[src/rtl/agree_pkg.sv]
package agree_pkg;
  localparam int N_UNITS = 3;

  function automatic logic [63:0] maj3(input logic [63:0] a, input logic [63:0] b,
                                       input logic [63:0] c);
    return (a & b) | (a & c) | (b & c);
  endfunction

  function automatic logic all_same(input logic [63:0] a, input logic [63:0] b,
                                    input logic [63:0] c);
    return (a == b) && (b == c);
  endfunction
endpackage

[src/rtl/agree_dly.sv]
module agree_dly #(
  parameter int W     = 8,
  parameter int DEPTH = 2
) (
  input  logic         clk,
  input  logic         rst,
  input  logic         vin,
  input  logic [W-1:0] din,
  output logic         vout,
  output logic [W-1:0] dout
);
  logic [W-1:0]     dq [DEPTH];
  logic [DEPTH-1:0] vq;

  // data path without reset so it can map to shift-register primitives
  always_ff @(posedge clk) begin
    dq[0] <= din;
    for (int k = 1; k < DEPTH; k++) dq[k] <= dq[k-1];
  end

  generate
    if (DEPTH == 1) begin : g_v1
      always_ff @(posedge clk) begin
        if (rst) vq <= '0;
        else     vq <= vin;
      end
    end else begin : g_vn
      always_ff @(posedge clk) begin
        if (rst) vq <= '0;
        else     vq <= {vq[DEPTH-2:0], vin};
      end
    end
  endgenerate

  assign vout = vq[DEPTH-1];
  assign dout = dq[DEPTH-1];
endmodule

[src/rtl/agree_relay.sv]
module agree_relay #(
  parameter int W   = 8,
  parameter int DLY = 2
) (
  input  logic         clk,
  input  logic         rst,
  input  logic         vin,
  input  logic [W-1:0] a,
  input  logic [W-1:0] b,
  input  logic [W-1:0] c,
  output logic         vout,
  output logic [W-1:0] dout
);
  import agree_pkg::*;

  logic [63:0]  m64;
  logic [W-1:0] voted;

  always_comb begin
    m64   = maj3(64'(a), 64'(b), 64'(c));
    voted = m64[W-1:0];
  end

  agree_dly #(.W(W), .DEPTH(DLY)) dly_i (
    .clk(clk), .rst(rst), .vin(vin), .din(voted), .vout(vout), .dout(dout)
  );
endmodule

[src/rtl/agree_lane.sv]
module agree_lane #(
  parameter int W = 8
) (
  input  logic         clk,
  input  logic         rst,
  input  logic         load,
  input  logic [W-1:0] x0,
  input  logic [W-1:0] x1,
  input  logic [W-1:0] x2,
  output logic [W-1:0] q,
  output logic         diff
);
  import agree_pkg::*;

  logic [63:0] m64;
  logic        same;

  always_comb begin
    m64  = maj3(64'(x0), 64'(x1), 64'(x2));
    same = all_same(64'(x0), 64'(x1), 64'(x2));
  end

  always_ff @(posedge clk) begin
    if (rst) begin
      q    <= '0;
      diff <= 1'b0;
    end else if (load) begin
      q    <= m64[W-1:0];
      diff <= ~same;
    end
  end
endmodule

[src/rtl/agree_fabric.sv]
module agree_fabric #(
  parameter int W   = 8,
  parameter int DLY = 2
) (
  input  logic             clk,
  input  logic             rst,
  input  logic             start,
  input  logic             mode,
  input  logic [1:0]       src_sel,
  input  logic [3*W-1:0]   lane_din,
  input  logic [2:0]       lane_inj_en,
  input  logic [9*W-1:0]   lane_inj_val,
  input  logic [2:0]       relay_inj_en,
  input  logic [9*W-1:0]   relay_inj_val,
  output logic [3*W-1:0]   lane_dout,
  output logic [2:0]       lane_mismatch,
  output logic             done
);
  import agree_pkg::*;

  localparam int NU = N_UNITS;
  localparam int FW = NU * NU * W;

  logic [W-1:0]  sent [NU][NU];
  logic [W-1:0]  src_word [NU];
  logic [FW-1:0] feed;
  logic          arr_v;
  logic [FW-1:0] arr_d;
  logic [NU-1:0] rel_v;
  logic [W-1:0]  rel_d [NU];
  logic [W-1:0]  recv [NU][NU];
  logic          all_v;

  // round 0: words each lane puts on its link to each relay
  always_comb begin
    for (int l = 0; l < NU; l++)
      for (int i = 0; i < NU; i++)
        sent[l][i] = lane_inj_en[l] ? lane_inj_val[(l*NU+i)*W +: W]
                                    : lane_din[l*W +: W];
    for (int i = 0; i < NU; i++) begin
      case (src_sel)
        2'd0:    src_word[i] = sent[0][i];
        2'd1:    src_word[i] = sent[1][i];
        default: src_word[i] = sent[2][i];
      endcase
    end
    // single source: the relay sees its one copy three times, so its vote passes it on
    for (int i = 0; i < NU; i++)
      for (int k = 0; k < NU; k++)
        feed[(i*NU+k)*W +: W] = mode ? sent[k][i] : src_word[i];
  end

  agree_dly #(.W(FW), .DEPTH(DLY+1)) r0_i (
    .clk(clk), .rst(rst), .vin(start), .din(feed), .vout(arr_v), .dout(arr_d)
  );

  generate
    for (genvar gi = 0; gi < NU; gi++) begin : g_relay
      agree_relay #(.W(W), .DLY(DLY)) relay_i (
        .clk(clk), .rst(rst), .vin(arr_v),
        .a(arr_d[(gi*NU+0)*W +: W]),
        .b(arr_d[(gi*NU+1)*W +: W]),
        .c(arr_d[(gi*NU+2)*W +: W]),
        .vout(rel_v[gi]), .dout(rel_d[gi])
      );
    end
  endgenerate

  // round 1: what each lane receives from each relay
  always_comb begin
    for (int i = 0; i < NU; i++)
      for (int j = 0; j < NU; j++)
        recv[i][j] = relay_inj_en[i] ? relay_inj_val[(i*NU+j)*W +: W] : rel_d[i];
  end

  assign all_v = &rel_v;

  generate
    for (genvar gj = 0; gj < NU; gj++) begin : g_lane
      agree_lane #(.W(W)) lane_i (
        .clk(clk), .rst(rst), .load(all_v),
        .x0(recv[0][gj]), .x1(recv[1][gj]), .x2(recv[2][gj]),
        .q(lane_dout[gj*W +: W]), .diff(lane_mismatch[gj])
      );
    end
  endgenerate

  always_ff @(posedge clk) begin
    if (rst) done <= 1'b0;
    else     done <= all_v;
  end
endmodule

[config.mk]
export PLATFORM = sky130hd
export DESIGN_NAME = agree_fabric
export DESIGN_NICKNAME = d
export VERILOG_FILES = /design/src/rtl/agree_pkg.sv /design/src/rtl/agree_dly.sv /design/src/rtl/agree_relay.sv /design/src/rtl/agree_lane.sv /design/src/rtl/agree_fabric.sv
export SDC_FILE = /design/constraint.sdc
export NUM_CORES = 1
export LEC_CHECK = 0
export ABC_AREA = 0
export ABC_CLOCK_PERIOD_IN_PS = 2100
export BUFFER_PORTS_ARGS = -buffer_cell sky130_fd_sc_hd__buf_2
export CAP_MARGIN = 20
export CORE_ASPECT_RATIO = 0.5
export CORE_MARGIN = 5
export CORE_UTILIZATION = 33
export DETAILED_ROUTE_END_ITERATION = 6
export PLACE_DENSITY_LB_ADDON = 0.25
export SYNTH_ARGS = -nofsm -noshare
export SYNTH_HDL_FRONTEND = slang
export SYNTH_SLANG_ARGS = --single-unit
[constraint.sdc]
create_clock -name clk -period 2.1 [get_ports clk]
set_input_delay 0.315 -clock clk [delete_from_list [all_inputs] [get_ports clk]]
set_output_delay 0.315 -clock clk [all_outputs]
set_load 0.05 [all_outputs]
==> impl_metrics.env <==
export IMPL_status="finished clean"
export IMPL_place_ws_ns=-0.164
export IMPL_routed_wl_mm=29.5
export IMPL_cp_max_fo=3
export IMPL_drive_gt1_frac=0.330
export IMPL_cts_max_path_buffers=3
export IMPL_syn_area_per_cell_um2=11.8
export IMPL_cts_hold_buf=1
export IMPL_syn_inst=929
export IMPL_ir_drop_mv=0.479
export IMPL_die_w_um=268
export IMPL_crit_family="simple AND/OR/NAND/NOR gates"
export IMPL_p_int_mw=9.52
export IMPL_grt_max_degree=49
export IMPL_max_freq_ghz=0.521
export IMPL_clock_sinks=297
export IMPL_power_frac_seq=0.512
export IMPL_syn_nets=1157
export IMPL_cts_repair_timing_setup_buffer_count=0
export IMPL_synth_area_leaders="dfxtp_1 (54%), mux2_2 (7.5%), mux2i_1 (6.6%)"
export IMPL_slowest_stage="dfxtp_1"
export IMPL_cp_num_buf_inv=0
export IMPL_max_stage_delay_ns=0.39
export IMPL_grt_pass1_vias=7989
export IMPL_setup_ws_ns=0.182
export IMPL_area_delta_synth_final_pct=21.2
export IMPL_routed_via_density=4.79
export IMPL_finClkSkew_ns=0.0140
export IMPL_finalHoldViolations=0
export IMPL_power_share_clock=0.359
export IMPL_die_area_mm2=0.0372
export IMPL_critPathRequiredTime_ns=2.52
export IMPL_finalWeightedCongestion=0.828
export IMPL_worst_slew_pin_slew_ns=0.775
export IMPL_arrival_ns=2.34
export IMPL_first_iter_violations=334
export IMPL_ys_seq_area_frac=0.543
export IMPL_timing_worst_setup_path_type="register to register"
export IMPL_die_height_um=139
export IMPL_yosys_area_top_type="dfxtp_1"
export IMPL_final_common_cell="dfxtp_1"
export IMPL_initial_utilization=0.333
export IMPL_grt_pass1_wl_mm=45.1
export IMPL_htreeDepth=1
export IMPL_post_route_drc_count=0
export IMPL_cts_root_buffer_cell="clkbuf_16"
export IMPL_tns_ns=0
export IMPL_ant_nets=0
export IMPL_final_cell_mix="dfxtp_1 (296), buf_2 (207), nand2_1 (120)"
export IMPL_ys_seq_elements=297
export IMPL_dp_cells=1542
export IMPL_p_leak_nw=5.84
export IMPL_grt_setup_unrepaired="false"
export IMPL_vias=7628
export IMPL_core_area_mm2=0.0329
export IMPL_rows=47
export IMPL_clk_latency_ns=0.54
export IMPL_final_cells=1591
export IMPL_clkTransAtPathRegs_ns=0.07
export IMPL_p_comb_frac=0.129
export IMPL_final_setup_viol_count=0
export IMPL_num_antenna_cells=0
export IMPL_post_route_period_util=0.913
export IMPL_firstDrtPassIters=5
export IMPL_cts_tree="yes"
export IMPL_switching_share=0.253
export IMPL_period_needed_ns=1.92
export IMPL_synth_area_mm2=0.0110
export IMPL_drv_cap=0
export IMPL_slew_headroom=0.483
export IMPL_startpoint_type="register"
export IMPL_ys_warn_count=0
export IMPL_power_switching_mw=3.23
export IMPL_dp_hpwl_mm=22.4
export IMPL_numCtsBuffers=26
export IMPL_synth_cell_types=24
export IMPL_grt_ovfl_total=0
export IMPL_hp_class="input port to register"
export IMPL_drv_slew=0
export IMPL_cts_resized=0
export IMPL_ios=208
export IMPL_wl_per_cell_um=18.6
export IMPL_netlist_area_leader_share=0.543
export IMPL_powerDensity_mw_per_mm2=961
export IMPL_cp_cell_sequence="mux2_2 -> ha_1 -> nor4_1 -> nand4_1 -> o41a_1"
export IMPL_cp_end_kind="register"
export IMPL_antenna_found_initial=2
export IMPL_nets=1358
export IMPL_port_buffer_count=207
export IMPL_track_usage=0.155
[registers in the layout, indices dropped and copies added, names as in the netlist]
signal / count
done: 1
g_lane.lane_i.diff: 3
g_lane.lane_i.q: 24
g_relay.relay_i.dly_i.dq: 48
g_relay.relay_i.dly_i.vq: 2
r0_i.dq: 216
r0_i.vq: 3
[tightest hold or removal path, delay by kind of cell]
| family | cells | cell delay [ns] |
|---|---|---|
| buffers and inverters | 1 | 0.08 |
| muxes | 2 | 0.22 |
[synthesized netlist by cell type (all sizes together)]
| cell | count |
|---|---|
| a22oi | 48 |
| clkbuf | 24 |
| nor2b | 10 |
| nand2 | 120 |
| mux2i | 72 |
| ha | 48 |
| maj3 | 24 |
| nor4 | 9 |
| buf | 37 |
| nand2b | 9 |
| a311oi | 24 |
| inv | 1 |
| o41a | 3 |
| nor2 | 56 |
| mux2 | 96 |
| dfxtp | 297 |
| o221ai | 48 |
| nand4 | 3 |
[power by group through the flow]
stage | sequential, mW | clock, mW | combinational [mW]
detailed placement | 6.67 | 0 | 1.64
global route | 6.60 | 4.99 | 1.82
global placement | 6.65 | 0 | 1.61
finish | 6.53 | 4.57 | 1.65
floorplan | 6.56 | 0 | 1.08
CTS | 6.54 | 4.73 | 1.65
[stage by stage]
| step | util | hold WS (ns) | cell area (um2) | power (mW) |
|---|---|---|---|---|
| after global routing | 0.404 | 0.117 | 13300 | 13.4 |
| after floorplan | - | 0.310 | 11000 | 7.64 |
| after CTS | 0.404 | 0.101 | 13300 | 12.9 |
| final | 0.404 | 0.114 | 13300 | 12.7 |
| after detailed placement | 0.378 | 0.312 | 12400 | 8.31 |
| after global placement | 0.378 | 0.311 | 12400 | 8.26 |
[cells by family (layout without fill, tap and decap cells)]
logic type	count (synthesis)	count (layout)	share of synthesized area
buf+inv	62	283	0.0355
mux	168	168	0.172
flops	297	297	0.543
compound gates	123	123	0.0940
simple gates	207	207	0.0785
fa+ha+maj	72	72	0.0768
[metal layers]
layer  vias up  part of all wire  wire length (um)  track usage
met4         0             0.029               856       0.0453
li1       3758                 -                 -            -
met2       180              0.50             14700        0.276
met3        49             0.042              1240       0.0303
met5         -                 0                 0            0
met1      3641              0.43             12700        0.190
[final timing paths]
path / startpoint / endpoint / slack (ns) / depth (start not counted)
max: g_relay[2].relay_i.dly_i.dq[0][11] / g_lane[1].lane_i.diff / 0.18 / 5
min: lane_inj_val[69] / r0_i.dq[0][69] / 0.11 / 3
max reg2reg: g_relay[2].relay_i.dly_i.dq[0][11] / g_lane[1].lane_i.diff / 0.18 / 5
min reg2reg: r0_i.dq[0][72] / r0_i.dq[0][144] / 0.32 / 0
[final cells by class]
cell class / count / area, um2
Tap cell: 441 / 552
Multi-Input combinational cell: 570 / 4620
Timing Repair Buffer: 234 / 1320
Clock inverter: 16 / 120
Sequential cell: 297 / 5950
Fill cell: 3173 / 19600
Clock buffer: 32 / 713
Inverter: 1 / 3.75
(Power assumes the default switching activity.)
